File: src/rtl/sdg_pkg.sv
package sdg_pkg;
  localparam int DLY_W  = 4;
  localparam int XSR_W  = 5;
  localparam int CAS_W  = 2;
  localparam int CFG_AW = 3;
  localparam int CFG_DW = 5;
  localparam int NCTR   = 6;

  // counter slots
  localparam int C_WREC = 0;
  localparam int C_RCYC = 1;
  localparam int C_RPRE = 2;
  localparam int C_A2C  = 3;
  localparam int C_A2P  = 4;
  localparam int C_SRX  = 5;

  // register addresses
  localparam logic [CFG_AW-1:0] A_WREC = 3'd0;
  localparam logic [CFG_AW-1:0] A_RCYC = 3'd1;
  localparam logic [CFG_AW-1:0] A_RPRE = 3'd2;
  localparam logic [CFG_AW-1:0] A_A2C  = 3'd3;
  localparam logic [CFG_AW-1:0] A_A2P  = 3'd4;
  localparam logic [CFG_AW-1:0] A_SRX  = 3'd5;
  localparam logic [CFG_AW-1:0] A_CAS  = 3'd6;

  localparam logic [CAS_W-1:0] CAS_TWO = 2'b10;

  typedef enum logic [2:0] {
    CMD_NONE = 3'd0,
    CMD_ACT  = 3'd1,
    CMD_RD   = 3'd2,
    CMD_WR   = 3'd3,
    CMD_PRE  = 3'd4,
    CMD_REF  = 3'd5,
    CMD_CKE  = 3'd6,
    CMD_BAD  = 3'd7
  } cmd_e;

  // programmed cycles -> counter reload, with two-cycle floor
  function automatic logic [DLY_W-1:0] clamp_load(input logic [DLY_W-1:0] v);
    return (v <= DLY_W'(2)) ? DLY_W'(1) : v - DLY_W'(1);
  endfunction

  // half cycles -> counter reload, rounded up, minimum one cycle
  function automatic logic [DLY_W-1:0] srx_load(input logic [XSR_W-1:0] h);
    return (h == '0) ? '0 : h[XSR_W-1:1] - DLY_W'(!h[0]);
  endfunction
endpackage

File: src/rtl/sdg_cfg_regs.sv
module sdg_cfg_regs
  import sdg_pkg::*;
(
  input  logic              clk,
  input  logic              rst,
  input  logic              we,
  input  logic [CFG_AW-1:0] addr,
  input  logic [CFG_DW-1:0] wdata,
  output logic [CFG_DW-1:0] rdata,
  output logic [DLY_W-1:0]  wr_rec,
  output logic [DLY_W-1:0]  row_cyc,
  output logic [DLY_W-1:0]  row_pre,
  output logic [DLY_W-1:0]  act2col,
  output logic [DLY_W-1:0]  act2pre,
  output logic [XSR_W-1:0]  sr_exit,
  output logic [CAS_W-1:0]  cas_lat
);
  always_ff @(posedge clk) begin
    if (rst) begin
      wr_rec  <= DLY_W'(2);
      row_cyc <= DLY_W'(8);
      row_pre <= DLY_W'(3);
      act2col <= DLY_W'(3);
      act2pre <= DLY_W'(5);
      sr_exit <= XSR_W'(10);
      cas_lat <= CAS_TWO;
    end else if (we) begin
      case (addr)
        A_WREC: wr_rec  <= wdata[DLY_W-1:0];
        A_RCYC: row_cyc <= wdata[DLY_W-1:0];
        A_RPRE: row_pre <= wdata[DLY_W-1:0];
        A_A2C:  act2col <= wdata[DLY_W-1:0];
        A_A2P:  act2pre <= wdata[DLY_W-1:0];
        A_SRX:  sr_exit <= wdata[XSR_W-1:0];
        A_CAS:  if (wdata[CAS_W-1:0] == CAS_TWO) cas_lat <= wdata[CAS_W-1:0];
        default: ;
      endcase
    end
  end

  always_ff @(posedge clk) begin
    if (rst) rdata <= '0;
    else begin
      case (addr)
        A_WREC:  rdata <= CFG_DW'(wr_rec);
        A_RCYC:  rdata <= CFG_DW'(row_cyc);
        A_RPRE:  rdata <= CFG_DW'(row_pre);
        A_A2C:   rdata <= CFG_DW'(act2col);
        A_A2P:   rdata <= CFG_DW'(act2pre);
        A_SRX:   rdata <= CFG_DW'(sr_exit);
        A_CAS:   rdata <= CFG_DW'(cas_lat);
        default: rdata <= '0;
      endcase
    end
  end

  // reserved latency codes never land in the register
  p_cas_fixed_r9: assert property (@(posedge clk) disable iff (rst)
    cas_lat == CAS_TWO);
endmodule

File: src/rtl/sdg_delay_ctr.sv
module sdg_delay_ctr #(
  parameter int W = 4
) (
  input  logic         clk,
  input  logic         rst,
  input  logic         load,
  input  logic [W-1:0] load_val,
  output logic         busy
);
  logic [W-1:0] cnt;

  always_ff @(posedge clk) begin
    if (rst)              cnt <= '0;
    else if (load)        cnt <= load_val;
    else if (cnt != '0)   cnt <= cnt - W'(1);
  end

  assign busy = (cnt != '0);

  // a running wait shrinks by exactly one per cycle
  p_count_down_r10: assert property (@(posedge clk) disable iff (rst)
    (busy && !load) |=> (cnt == $past(cnt) - W'(1)));

  // an expired wait stays expired until reloaded
  p_stay_idle_r10: assert property (@(posedge clk) disable iff (rst)
    (!busy && !load) |=> !busy);
endmodule

File: src/rtl/sdram_cmd_guard.sv
module sdram_cmd_guard
  import sdg_pkg::*;
(
  input  logic              clk,
  input  logic              rst,
  input  logic              cfg_we,
  input  logic [CFG_AW-1:0] cfg_addr,
  input  logic [CFG_DW-1:0] cfg_wdata,
  output logic [CFG_DW-1:0] cfg_rdata,
  input  logic              req_valid,
  input  logic [2:0]        req_cmd,
  output logic              req_accept
);
  logic [DLY_W-1:0] wr_rec, row_cyc, row_pre, act2col, act2pre;
  logic [XSR_W-1:0] sr_exit;
  logic [CAS_W-1:0] cas_lat;

  sdg_cfg_regs u_regs (
    .clk(clk), .rst(rst), .we(cfg_we), .addr(cfg_addr), .wdata(cfg_wdata),
    .rdata(cfg_rdata), .wr_rec(wr_rec), .row_cyc(row_cyc), .row_pre(row_pre),
    .act2col(act2col), .act2pre(act2pre), .sr_exit(sr_exit), .cas_lat(cas_lat)
  );

  cmd_e             cmd;
  logic             known;
  logic [NCTR-1:0]  need, busy, ld;
  logic [DLY_W-1:0] ld_val [NCTR];

  assign cmd = cmd_e'(req_cmd);

  always_comb begin
    need  = '0;
    known = 1'b1;
    case (cmd)
      CMD_ACT: begin need[C_RPRE] = 1'b1; need[C_RCYC] = 1'b1; need[C_SRX] = 1'b1; end
      CMD_RD, CMD_WR: begin need[C_RPRE] = 1'b1; need[C_A2C] = 1'b1; end
      CMD_PRE: begin need[C_RPRE] = 1'b1; need[C_A2P] = 1'b1; need[C_WREC] = 1'b1; end
      CMD_REF, CMD_CKE: need[C_RPRE] = 1'b1;
      default: known = 1'b0;
    endcase
  end

  assign req_accept = !rst && req_valid && known && ((busy & need) == '0);

  always_comb begin
    ld         = '0;
    ld[C_WREC] = req_accept && (cmd == CMD_WR);
    ld[C_RCYC] = req_accept && (cmd == CMD_REF);
    ld[C_RPRE] = req_accept && (cmd == CMD_PRE);
    ld[C_A2C]  = req_accept && (cmd == CMD_ACT);
    ld[C_A2P]  = req_accept && (cmd == CMD_ACT);
    ld[C_SRX]  = req_accept && (cmd == CMD_CKE);
  end

  assign ld_val[C_WREC] = clamp_load(wr_rec);
  assign ld_val[C_RCYC] = clamp_load(row_cyc);
  assign ld_val[C_RPRE] = clamp_load(row_pre);
  assign ld_val[C_A2C]  = clamp_load(act2col);
  assign ld_val[C_A2P]  = clamp_load(act2pre);
  assign ld_val[C_SRX]  = srx_load(sr_exit);

  for (genvar g = 0; g < NCTR; g++) begin : g_ctr
    sdg_delay_ctr #(.W(DLY_W)) u_ctr (
      .clk(clk), .rst(rst), .load(ld[g]), .load_val(ld_val[g]), .busy(busy[g])
    );
  end

  // nothing issues in the cycle right after a precharge
  p_pre_quiet_r4: assert property (@(posedge clk) disable iff (rst)
    (req_accept && cmd == CMD_PRE) |=> !req_accept);

  // column and precharge commands never follow an activate back to back
  p_act_floor_r7: assert property (@(posedge clk) disable iff (rst)
    (req_accept && cmd == CMD_ACT) |=>
      !(req_accept && (cmd == CMD_RD || cmd == CMD_WR || cmd == CMD_PRE)));

  // an activate never directly follows a refresh
  p_ref_act_r5: assert property (@(posedge clk) disable iff (rst)
    (req_accept && cmd == CMD_REF) |=> !(req_accept && cmd == CMD_ACT));

  // a precharge never directly follows a write
  p_wr_pre_r6: assert property (@(posedge clk) disable iff (rst)
    (req_accept && cmd == CMD_WR) |=> !(req_accept && cmd == CMD_PRE));
endmodule

File: config.mk
export PLATFORM = sky130hd
export DESIGN_NAME = sdram_cmd_guard
export DESIGN_NICKNAME = d
export VERILOG_FILES = /design/src/rtl/sdg_pkg.sv /design/src/rtl/sdg_cfg_regs.sv /design/src/rtl/sdg_delay_ctr.sv /design/src/rtl/sdram_cmd_guard.sv
export SDC_FILE = /design/constraint.sdc
export NUM_CORES = 1
export LEC_CHECK = 0
export ABC_AREA = 1
export ABC_CLOCK_PERIOD_IN_PS = 1650
export BUFFER_PORTS_ARGS = -buffer_cell sky130_fd_sc_hd__buf_2
export CELL_PAD_IN_SITES_DETAIL_PLACEMENT = 0
export CELL_PAD_IN_SITES_GLOBAL_PLACEMENT = 1
export CORE_MARGIN = 2
export CORE_UTILIZATION = 35
export CTS_CLUSTER_DIAMETER = 30
export DETAILED_ROUTE_END_ITERATION = 8
export PLACE_DENSITY_LB_ADDON = 0.1
export REMOVE_ABC_BUFFERS = 1
export SLEW_MARGIN = 30
export SYNTH_ARGS = -nofsm -noshare
export SYNTH_HDL_FRONTEND = slang
export SYNTH_SLANG_ARGS = --single-unit
File: constraint.sdc
create_clock -name clk -period 1.65 [get_ports clk]
set_input_delay 0.165 -clock clk [delete_from_list [all_inputs] [get_ports clk]]
set_output_delay 0.165 -clock clk [all_outputs]
set_load 0.01 [all_outputs]
; ---- Yosys cells after proc, flatten, opt, wreduce, memory -nomap -nowiden
; Cells that the tools add are included.
[word_totals]
ff_bits = 56
inputBits = 15
out_inout_bits = 6
elab_cells = 102
[op_classes]
addsub = 12
order_cmp = 5
eq_ne = 13
mux = 23
bitwise_logic = 1
n_reduce_logical = 34
[ops]
columns = operator, count
row1 = 4-bit two-way mux, 18
row2 = 4-bit by 1-bit subtractor with 4-bit output (second input constant), 11
row3 = 5-bit one-hot mux with 7 select lines, 1
row4 = 4-bit nonzero test, 6
row5 = 4-bit by 2-bit less-or-equal comparator with 1-bit output (second input constant), 5
row6 = 3-bit == test (second input constant), 6
row7 = 3-bit by 2-bit == test with 1-bit output (second input constant), 4
row8 = 2-bit AND reduction, 6
row9 = 2-bit nonzero test, 6
row10 = 1-bit logical AND, 8
row11 = 6-bit AND, 1
row12 = 3-bit by 1-bit == test with 1-bit output (second input constant), 2
row13 = 6-bit logical NOT, 1
row14 = 6-bit OR reduction, 1
row15 = 5-bit logical NOT, 1
row16 = 1-bit two-way mux, 4
row17 = 4-bit by 1-bit subtractor with 4-bit output, 1
row18 = 3-bit logical NOT, 1
row19 = 3-bit AND reduction, 1
row20 = 2-bit == test (second input constant), 1
row21 = 1-bit logical NOT, 2
row22 = 2-bit OR reduction, 1

; ---- Longest topological paths before layout
; Gate-level depths: netlist (run 1).
[logic_depth]
depth_word = 8
mapped_depth = 13
mapped_depth_nobuf = 13

; ---- Modules after synthesis
; From an unflattened synthesis (run 1), not the netlist that was laid out.
[hier_totals]
hier_cells = 539
area_unflattened_um2 = 3664.8
[by_module_without_submodules]
columns = mod, n_inst, cells_each, area_each_um2, seq_area_each_um2
row1 = sdg_delay_ctr, 6, 42, 271.5, 80.1
row2 = sdg_cfg_regs, 1, 176, 1407.6, 640.6
row3 = sdram_cmd_guard, 1, 111, 628.1, 0.0

; ---- Least setup slack after synthesis (run 1)
; Ideal clock, no wire load.
[synth_path]
path_kind = flip-flop to flip-flop
from = register g_ctr[0].u_ctr.cnt[0]
to = register g_ctr[0].u_ctr.cnt[1]
setup_time_ns = 0.132
arrival_time_ns = 1.495
t_required_ns = 1.518
slack_ns = 0.023
stages_incl_launch_ff = 13
n_path_buf = 1
period_less_slack_ns = 1.627
path_cell_list = dfxtp_1 -> inv_1 -> ha_1 -> nand2_1 -> nor2_1 -> nand2_1 -> nand2_1 -> nand2_2 -> nor2_8 -> buf_6 -> nand3_1 -> nand2_1 -> a21oi_1
[synth_between]
elab_chain_len = 6
elab_cells_between_ends = 9
cone_classes = add/sub (1) / mux (2) / bitwise (1) / reduce/logical (5)
[synth_rtl]
columns = element, line
row1 = from (decl), sdg_delay_ctr.sv:10  ; logic [W-1:0] cnt;
row2 = from (signal assigned), sdg_delay_ctr.sv:14  ; else if (load) cnt <= load_val;
row3 = from (signal assigned), sdg_delay_ctr.sv:15  ; else if (cnt != '0) cnt <= cnt - W'(1);
row4 = 4-bit nonzero test *, sdg_delay_ctr.sv:18  ; assign busy = (cnt != '0);
row5 = 6-bit AND *, sdram_cmd_guard.sv:43  ; assign req_accept = !rst && req_valid && known && ((busy & need) == '0);
row6 = 6-bit logical NOT *, sdram_cmd_guard.sv:43
row7 = 1-bit logical AND *, sdram_cmd_guard.sv:43
row8 = named net req_accept, sdram_cmd_guard.sv:12  ; output logic req_accept
row9 = 1-bit logical AND *, sdram_cmd_guard.sv:47  ; ld[C_WREC] = req_accept && (cmd == CMD_WR);
row10 = 4-bit two-way mux or 2-bit nonzero test (tied branches), --
; Mark *: on every way through the listed nets, which the timed path passes. The rest lies on a longest branch. The select of a mux whose other input is x is not followed.
; A chain may end at the register's enable or synchronous reset.

; ---- Worst setup path after layout (run 1)
[layout_path]
from = register g_ctr[0].u_ctr.cnt[1]
to = output port req_accept
[layout_between]
elab_chain_len = 4
[layout_rtl]
columns = element, line
row1 = 4-bit nonzero test, sdg_delay_ctr.sv:18
row2 = 6-bit AND, sdram_cmd_guard.sv:43
row3 = 6-bit logical NOT, sdram_cmd_guard.sv:43
row4 = 1-bit logical AND, sdram_cmd_guard.sv:43
row5 = to (decl), sdram_cmd_guard.sv:12
; Every way passes these cells.

==> impl_metrics.tcl, run 1 <==
set metrics [dict create \
    cp.arrival_ns 1.56 \
    grt_pass1_wl_mm 14.60 \
    wire_per_inst_um 12.88 \
    chipWidth_um 101.4 \
    hold_depth 3 \
    worstHoldStart "cfg_wdata[4]" \
    finalCriticalPeriod_ns 1.729 \
    final_common_cell "inv_1" \
    maxCapViolCount 0 \
    drt_iter0_drc 137 \
    via_per_inst 4.631 \
    cts_root_buf "clkbuf_8" \
    dieArea_um2 10290 \
    yosysSeqAreaShare_pct 33.73 \
    post-route-drc-count 0 \
    clkPwrFrac_pct 14.9 \
    clkTransAtPathRegs_ns 0.11 \
    cts_tree "built" \
    h-tree-depth 2 \
    num_io_pins 21 \
    hold_buffers 0 \
    nFillCells 949 \
    cp_data_required_time_ns 1.48 \
    end_kind "output port" \
    seqCellArea_um2 1129 \
    rr_worst_depth 13 \
    slew_violations 0 \
    dp.cells 657 \
    worst_slack_ns -0.07874 \
    powerDensity_nw_per_um2 1513 \
    finalClockSkew_ns 0.009892 \
    crit_path_start_kind "register" \
    port_buffers 20 \
    grt_util_all_layers_pct 18.05 \
    internal_power_mw 3.945 \
    drive_above_1_share_pct 25.87 \
    violations "setup timing" \
    r2r_slack_ns -0.03 \
    yosys_warnings 0 \
    fin_nets 584 \
    critPathMaxFanout 3 \
    ant_nets 0 \
    initial_utilization_pct 35.96 \
    ys_types 31 \
    synth-seq-cells 56 \
    overflow 0 \
    cts.sinks 56 \
    grt_pass1_vias 2977 \
    antenna_found_initial 0 \
    p_sw_mw 2.440 \
    dpl.hpwl_mm 6.543 \
    avgSynthCellArea_um2 6.923 \
    synthCells 480 \
    worstMarginPinSlew_ns 0.4476 \
    swShare_pct 38.21 \
    leakage_nw 2.025 \
    combPwrFrac_pct 56.3 \
    multiInputGateArea_um2 2036 \
    fmax_mhz 578.5 \
    numCtsBuffers 5 \
    fin_util_pct 45.66 \
    vias 3140 \
    ir_drop_mv 0.4669 \
    hold_path.class "input port to register" \
    slew_headroom_pct 70.05 \
    rsz0062_at_grt "yes" \
    dr.pass1.iters 4 \
    core-area_um2 9240 \
    final_cell_mix "69 x inv_1, 64 x nand2_1, 51 x nor2_1, 50 x dfxtp_1, 44 x buf_4" \
    core.rowCount 35 \
    syn_to_final_growth_pct 26.96 \
    criticalPathCategory "register to output port" \
    final.period_utilization_pct 104.8 \
    stdcell_count 678 \
    diodes 0 \
    grt_max_degree 33 \
    setup_viol 7 \
    timing.final.hold_violations 0 \
    seqPwrFrac_pct 28.8 \
    setup_tns_ns -0.1946 \
    place_congestion 0.8675 \
    clk_latency_ns 0.32 \
    die_h_um 101.4 \
    clockBufferDepth 2 \
    drt-total-wl_mm 8.730 \
    synth_area_um2 3323 \
    status "finished, violations left" \
    whs_endpoint "u_regs.sr_exit[4]" \
    r2r-start "g_ctr[0].u_ctr.cnt[1]" \
    rr_endpoint "g_ctr[1].u_ctr.cnt[1]" \
]
-- metrics by stage --
stage	setup slack (ns)	cell area [µm²]	total power, mW	hold slack [ns]
after floorplan	-0.02762	3284	3.740	0.2341
after global placement	-0.2241	3821	4.827	0.4262
after detailed placement	-0.2555	3821	4.832	0.4341
after CTS	-0.08184	4111	6.237	0.1269
after global routing	-0.1638	4219	6.982	0.1469
final	-0.07874	4219	6.384	0.1362
-- sequential cells by signal (all words and copies together) (netlist names) --
signal and flops:
u_regs.act2col 4, u_regs.row_pre 4, u_regs.cas_lat 2, u_regs.act2pre 4
g_ctr.u_ctr.cnt 24, u_regs.rdata 5, u_regs.wr_rec 4, u_regs.row_cyc 4
u_regs.sr_exit 5
-- kinds of logic after synthesis --
family,synth area share (%)
AOI/OAI and AO/OA,16.75
xor gates and xnor gates,4.744
adders and majority gates,7.907
buffers and inverters,9.977
DFF,33.74
and+or+nand+nor,26.88
-- power by group through the flow --
stage	Sequential, mW	Combinational (mW)	Clock (mW)
2_1_floorplan	1.82	1.92	0
3_3_place_gp	1.84	2.98	0
3_5_place_dp	1.85	2.99	0
4_1_cts	1.84	3.42	0.979
5_1_grt	1.89	4.06	1.04
6_report	1.84	3.59	0.949
-- cell usage after synthesis --
| library cell | count | share of area, % |
|---|---|---|
| a21oi_1 | 44 | 6.6 |
| a31oi_1 | 2 | 0.38 |
| buf_2 | 1 | 0.15 |
| buf_4 | 1 | 0.23 |
| buf_6 | 1 | 0.34 |
| clkbuf_1 | 4 | 0.45 |
| dfxtp_1 | 56 | 34 |
| ha_1 | 21 | 7.9 |
| inv_1 | 75 | 8.5 |
| inv_2 | 3 | 0.34 |
| nand2_1 | 73 | 8.2 |
| nand2_2 | 7 | 1.3 |
| nand2_4 | 1 | 0.34 |
| nand3_1 | 35 | 5.3 |
| nand4_1 | 1 | 0.19 |
| nor2_1 | 54 | 6.1 |
| nor2_2 | 1 | 0.19 |
| nor2_4 | 1 | 0.34 |
| nor2_8 | 1 | 0.60 |
| nor3_1 | 9 | 1.4 |
| nor3_4 | 1 | 0.49 |
| nor4_1 | 2 | 0.38 |
| o211ai_1 | 8 | 1.8 |
| o21a_1 | 1 | 0.23 |
| o21ai_0 | 36 | 5.4 |
| o21ai_1 | 1 | 0.15 |
| o21ai_2 | 1 | 0.26 |
| o22ai_1 | 10 | 1.9 |
| or2_2 | 11 | 2.1 |
| xnor2_1 | 7 | 1.8 |
| xor2_1 | 11 | 2.9 |
-- worst max-delay path: stages, from the launching register on --
cell and delay (ns):
dfxtp_2 0.34, inv_2 0.08, ha_4 0.16, nand2_4 0.05, nor2_4 0.11, nand2_1 0.06
nand2_1 0.06, nand2_2 0.08, nor2_8 0.11, buf_6 0.11, buf_6 0.09
-- final cells by class --
| cell class | count | area share (%) |
|---|---|---|
| multi-input combinational | 340 | 48.25 |
| sequential | 56 | 26.75 |
| timing repair buffer | 67 | 11.36 |
| inverter | 78 | 7.058 |
| tap | 129 | 3.826 |
| clock buffer | 5 | 1.631 |
| clock inverter | 3 | 1.127 |
-- per-layer routing --
layer	global-route usage, %	share of wire [%]	vias to the layer above
li1	-	-	1692
met1	26.36	52	1374
met2	27.71	43	64
met3	2.692	3.9	10
met4	4.886	1.4	0
met5	0	0	-
-- repair_timing --
action / 4_1_cts / 5_1_grt
pin swaps: 9 / 7
endpoints found under the setup margin: 25 / 25
gates resized for setup: 33 / 30
buffers inserted: 11 / 2
gates cloned: 0 / 1
-- how the worst max path moves through the flow --
| stage | start | end | slack (ns) | depth (start not counted) |
|---|---|---|---|---|
| after CTS | g_ctr[0].u_ctr.cnt[1] | req_accept | -0.08 | 10 |
| after global placement | g_ctr[0].u_ctr.cnt[0] | g_ctr[0].u_ctr.cnt[0] | -0.22 | 11 |
| final | g_ctr[0].u_ctr.cnt[1] | req_accept | -0.08 | 10 |
| after floorplan | g_ctr[0].u_ctr.cnt[0] | g_ctr[3].u_ctr.cnt[1] | -0.03 | 13 |
| after global routing | g_ctr[0].u_ctr.cnt[1] | req_accept | -0.16 | 10 |
| after detailed placement | g_ctr[0].u_ctr.cnt[0] | g_ctr[3].u_ctr.cnt[0] | -0.26 | 11 |
(Power assumes the default switching activity.)
==> inputs of run 2 (changes only) <==
Settings changed: CAP_MARGIN set to 20, CORE_UTILIZATION 35 to 40.
==> impl_metrics.tcl, run 2 (synthesized netlist as in run 1, its figures left out) <==
set metrics [dict create \
    hold_path.class "input port to register" \
    initial_utilization_pct 40.86 \
    maxCapViolCount 0 \
    rsz0062_at_grt "yes" \
    finalCriticalPeriod_ns 1.689 \
    num_io_pins 21 \
    setup_viol 2 \
    reg_top3 "g_ctr.u_ctr.cnt x24, u_regs.rdata x5, u_regs.sr_exit x5" \
    timing.final.hold_violations 0 \
    core.rowCount 33 \
    finalClockSkew_ns 0.004718 \
    post-route-drc-count 0 \
    cts_tree "built" \
    fin_util_pct 51.45 \
    cp_data_required_time_ns 1.48 \
    syn_to_final_growth_pct 25.94 \
    power.total_mw 6.253 \
    cts_root_buf "clkbuf_8" \
    clk_latency_ns 0.30 \
    core-area_um2 8134 \
    clockBufferDepth 2 \
    hold_buffers 0 \
    r2r_slack_ns 0 \
    p_sw_mw 2.397 \
    r2r-start "g_ctr[4].u_ctr.cnt[0]" \
    drt_iter0_drc 119 \
    powerDensity_nw_per_um2 1494 \
    internal_power_mw 3.856 \
    rr_endpoint "g_ctr[4].u_ctr.cnt[3]" \
    final_common_cell "inv_1" \
    cp.arrival_ns 1.52 \
    grt_util_all_layers_pct 20.26 \
    status "finished, violations left" \
    grt_pass1_wl_mm 14.31 \
    seqPwrFrac_pct 29.5 \
    leakage_nw 2.037 \
    dieArea_um2 9054 \
    fin_nets 587 \
    final_cell_mix "68 x inv_1, 64 x nand2_1, 50 x nor2_1, 50 x dfxtp_1, 49 x buf_4" \
    cp_slowest_cell "dfxtp_2" \
    violations "setup timing" \
    swShare_pct 38.33 \
    post_dp_cell_area_um2 3824 \
    via_per_inst 4.808 \
    numCtsBuffers 5 \
    rr_worst_depth 13 \
    vias 3159 \
    worst_slack_ns -0.03864 \
    antenna_found_initial 0 \
    design_area_um2 4185 \
    place_congestion 0.8597 \
    h-tree-depth 2 \
    ir_drop_mv 0.4316 \
    combPwrFrac_pct 58.1 \
    slowest_delay_ns 0.33 \
    slew_headroom_pct 69.03 \
    chipWidth_um 95.15 \
    criticalPathCategory "register to output port" \
    diodes 0 \
    die_h_um 95.15 \
    final.period_utilization_pct 102.3 \
    fmax_mhz 592.2 \
    setup_tns_ns -0.04043 \
    largest_reg_flops 24 \
    regMostFlops "g_ctr.u_ctr.cnt" \
    clkPwrFrac_pct 12.4 \
    worstMarginPinSlew_ns 0.4628 \
    crit_path_start_kind "register" \
    drive_above_1_share_pct 26.45 \
    drt-total-wl_mm 8.582 \
    wire_per_inst_um 13.06 \
    critPathMaxFanout 2 \
    cts.sinks 56 \
    path_cells "inv_2 -> ha_4 -> nand2_4 -> nor2_4 -> nand2_2 -> nand2_2 -> nand2_4 -> nor2_8 -> buf_6 -> buf_6" \
    dp.cells 639 \
    end_kind "output port" \
    dr.pass1.iters 4 \
    slew_violations 0 \
    ant_nets 0 \
    stdcell_count 657 \
    grt_pass1_vias 3006 \
    clkTransAtPathRegs_ns 0.10 \
    hold_ws_ns 0.1519 \
    worstSetupStartpoint "g_ctr[4].u_ctr.cnt[0]" \
    nFillCells 797 \
    dpl.hpwl_mm 6.459 \
    post-place-ws_ns -0.1159 \
    port_buffers 20 \
    overflow 0 \
    endpoint "req_accept" \
    grt_max_degree 19 \
]
-- run 2: cell types whose count changed in the layout (fill, tap and decap cells not counted), sizes merged --
cell,previous run,this run
clkinv,2,0
bufinv,1,0
nand2,82,81
buf,67,71
clkbuf,5,8
-- run 2: final cells by class --
cell class	count	area (µm²)	area share, %
Sequential cell	56	1129	26.97
Timing Repair Buffer	71	505.5	12.08
Multi-Input combinational cell	339	2037	48.67
Tap cell	105	131.4	3.139
Inverter	78	292.8	6.996
Clock buffer	8	90.09	2.152
-- run 2: power by group through the flow --
stage | sequential (mW) | combinational (mW) | clock [mW]
3_5_place_dp | 1.84 | 2.96 | 0
6_report | 1.84 | 3.63 | 0.778
2_1_floorplan | 1.82 | 1.92 | 0
4_1_cts | 1.84 | 3.32 | 0.820
3_3_place_gp | 1.83 | 2.96 | 0
5_1_grt | 1.88 | 4.13 | 0.878
-- run 2: worst max-delay path: cells and delay by family (launching register included) --
family                   cells  cell delay (ns)
AND/OR/NAND/NOR              6             0.46
flip-flops                   1             0.33
buffers and inverters        3             0.27
adder cells (fa/ha/maj)      1             0.15
-- run 2: what timing repair did --
item,CTS,global route
pin swaps,11,10
cloned,0,0
gates resized for setup,34,35
endpoints found under the setup margin,25,25
setup buffers,7,4
-- run 2: routing by layer --
metal,part of all wire [%],global-route usage [%],vias up
met5,0,0,-
met4,2.0,6.159,0
met3,3.7,2.925,12
met2,46,33.69,61
met1,48,27.16,1388
li1,-,-,1698
-- run 2: worst min-delay path by stage --
stage                            from               endpoint  slack (ns)  cells after the start
floorplan                         rst  g_ctr[0].u_ctr.cnt[1]        0.23                      1
global placement    u_regs.cas_lat[1]      u_regs.cas_lat[1]        0.43                      2
detailed placement  u_regs.cas_lat[1]      u_regs.cas_lat[1]        0.43                      2
CTS                      cfg_wdata[3]      u_regs.sr_exit[3]        0.13                      3
global route             cfg_wdata[3]      u_regs.sr_exit[3]        0.16                      3
finish                   cfg_wdata[3]      u_regs.sr_exit[3]        0.15                      3
==> inputs of run 3 (changes only) <==
Settings changed: ABC_AREA 1 to not set.
==> impl_metrics.tcl, run 3 <==
set metrics [dict create \
    critPathMaxFanout 2 \
    grt_util_all_layers_pct 19.99 \
    criticalPathCategory "register to output port" \
    chipWidth_um 95.73 \
    rr_endpoint "g_ctr[4].u_ctr.cnt[0]" \
    yosys.cell_count.top_type "dfxtp_1" \
    end_kind "output port" \
    grt_max_degree 26 \
    worst_slack_ns -0.5385 \
    wire_per_inst_um 15.32 \
    ir_drop_mv 0.7438 \
    clk_latency_ns 0.31 \
    finalCriticalPeriod_ns 2.189 \
    clkTransAtPathRegs_ns 0.11 \
    dr.pass1.iters 4 \
    fin_nets 491 \
    largest_reg_flops 24 \
    numCtsBuffers 5 \
    cp_slowest_cell "or3b_4" \
    core.rowCount 33 \
    status "finished, violations left" \
    path_depth 8 \
    slowest_delay_ns 0.39 \
    grt_pass1_wl_mm 14.24 \
    rsz0062_at_grt "yes" \
    die_h_um 95.73 \
    cp_data_required_time_ns 1.48 \
    cts.sinks 56 \
    place_congestion 0.8176 \
    grt_util_met3_pct 2.976 \
    synth-seq-cells 56 \
    port_buffers 20 \
    num_io_pins 21 \
    crit_buf_inv 3 \
    worstSetupStartpoint "g_ctr[5].u_ctr.cnt[1]" \
    dieArea_um2 9164 \
    slew_violations 0 \
    dpl.hpwl_mm 6.169 \
    met2_usage_pct 33.86 \
    diodes 0 \
    post-place-ws_ns -0.2982 \
    r2r-start "g_ctr[1].u_ctr.cnt[0]" \
    synth_enable_flop_cells 0 \
    multiInputGateArea_um2 2228 \
    drt-total-wl_mm 8.594 \
    r2r_slack_ns -0.34 \
    drive_above_1_share_pct 31.58 \
    endpoint "req_accept" \
    h-tree-depth 2 \
    seqCellArea_um2 1130 \
    met1_usage_pct 27.38 \
    yosys_warnings 0 \
    final.period_utilization_pct 132.6 \
    yosysSeqAreaShare_pct 33.31 \
    overflow 0 \
    via_per_inst 5.212 \
    slew_headroom_pct 63.55 \
    crit_family "simple AND/OR/NAND/NOR gates" \
    maxCapViolCount 0 \
    worstMarginPinSlew_ns 0.5391 \
    regMostFlops "g_ctr.u_ctr.cnt" \
    finalClockSkew_ns 0.01284 \
    timing.final.hold_violations 0 \
    ys.flop_type "dfxtp_1" \
    initial_utilization_pct 41.17 \
    avgSynthCellArea_um2 8.788 \
    drt_iter0_drc 72 \
    rr_worst_depth 7 \
    hold_ws_ns 0.09928 \
    synth_top_area_share_pct 33.31 \
    fin_util_pct 52.82 \
    yosys.area.top_type "dfxtp_1" \
    clockBufferDepth 2 \
    antenna_found_initial 0 \
    grt-busiest-layer "met2" \
    post-route-drc-count 0 \
    leakage_nw 1.807 \
    synthArstFlopShare_pct 0 \
    synth_area_um2 3366 \
    final_common_cell "dfxtp_1" \
    fmax_mhz 456.9 \
    core-area_um2 8175 \
    setup_viol 19 \
    crit_path_start_kind "register" \
    ys_types 56 \
    syn_to_final_growth_pct 28.29 \
    reg_top3 "g_ctr.u_ctr.cnt x24, u_regs.rdata x5, u_regs.sr_exit x5" \
    powerDensity_nw_per_um2 1401 \
    violations "setup timing" \
    ys_top_cells_by_area "dfxtp_1 33%, mux2i_1 8.3%, ha_1 7.8%" \
    synthCells 383 \
    cp.arrival_ns 2.02 \
    nFillCells 811 \
    hold_path.class "input port to register" \
    vias 2924 \
    ant_nets 0 \
    ys_top_cells_by_count "56 x dfxtp_1, 42 x nor2_1, 32 x inv_1" \
    cts_tree "built" \
    grt_pass1_vias 2873 \
    path_cells "inv_2 -> ha_4 -> or3b_4 -> nor4b_2 -> buf_4 -> a211oi_2 -> nor4_1 -> buf_2" \
    cts_root_buf "clkbuf_8" \
    final_cell_mix "49 x dfxtp_1, 47 x buf_4, 40 x nor2_1, 28 x mux2i_1, 26 x inv_1" \
]
[run 3: cell count changes in the layout (fill, tap and decap cells not counted), moves of 21 or more]
cell	delta
a21oi_1	-21
nand2_1	-44
o21ai_0	-21
nand3_1	-28
inv_1	-42
mux2i_1	+28
[run 3: power breakdown]
part,switching [mW],internal [mW]
logic,1.47,1.93
clock network,0.458,0.341
registers,0.235,1.62
total,2.16,3.89
[run 3: cell families after synthesis]
kind of cell    after synthesis  share of synthesized area [%]
fa+ha+maj                    21                          7.807
flops                        56                          33.31
mux                          32                          10.33
buf+inv                      48                          5.762
xor+xnor                     12                          3.123
compound gates               71                          14.28
simple gates                143                          25.39
[run 3: stage by stage]
step / setup TNS, ns / power (mW) / instance area [µm²] / std cells
2_1_floorplan: -2.138 / 3.378 / 3292 / 367
3_3_place_gp: -2.354 / 4.357 / 3869 / 538
3_5_place_dp: -2.463 / 4.378 / 3869 / 538
4_1_cts: -2.480 / 5.794 / 4190 / 555
5_1_grt: -5.073 / 6.498 / 4318 / 561
6_report: -3.074 / 6.050 / 4318 / 561
[run 3: repair_timing]
item                       CTS  global route
pin swaps                   17             9
buffers inserted             9             6
resized for setup           41            21
hold buffers                 0             0
setup endpoints to repair   21            25
[run 3: how the worst min path moves through the flow]
stage            startpoint                    end  slack [ns]  depth (start not counted)
6_report       cfg_wdata[4]      u_regs.sr_exit[4]         0.1                          3
5_1_grt        cfg_wdata[4]      u_regs.sr_exit[4]        0.09                          3
4_1_cts        cfg_wdata[4]      u_regs.sr_exit[4]        0.09                          3
3_5_place_dp   cfg_wdata[4]      u_regs.sr_exit[4]        0.42                          3
3_3_place_gp   cfg_wdata[4]      u_regs.sr_exit[4]        0.40                          3
2_1_floorplan           rst  g_ctr[0].u_ctr.cnt[1]        0.23                          1
[run 3: worst register-to-register path, stage by stage (launching register included)]
cell and delay (ns):
dfxtp_2 0.33, inv_2 0.07, ha_4 0.13, or3b_4 0.39, buf_6 0.13, or3_4 0.39, a2111oi_4 0.35, a211oi_1 0.07
[run 3: routing by layer]
layer	share of wire, %	wire length [µm]	vias up
met5	0	0	-
met4	0.79	68	0
met3	1.9	159	6
met2	49	4177	34
met1	49	4188	1381
li1	-	-	1503
[run 3: area by class of cell]
| type | instances | area share, % |
|---|---|---|
| inverters | 32 | 2.782 |
| multi-input cells | 279 | 51.61 |
| flip-flops and latches | 56 | 26.17 |
| well taps | 105 | 3.043 |
| clock buffers | 6 | 1.912 |
| clock inverters | 2 | 0.3477 |
| repair buffers | 81 | 14.14 |
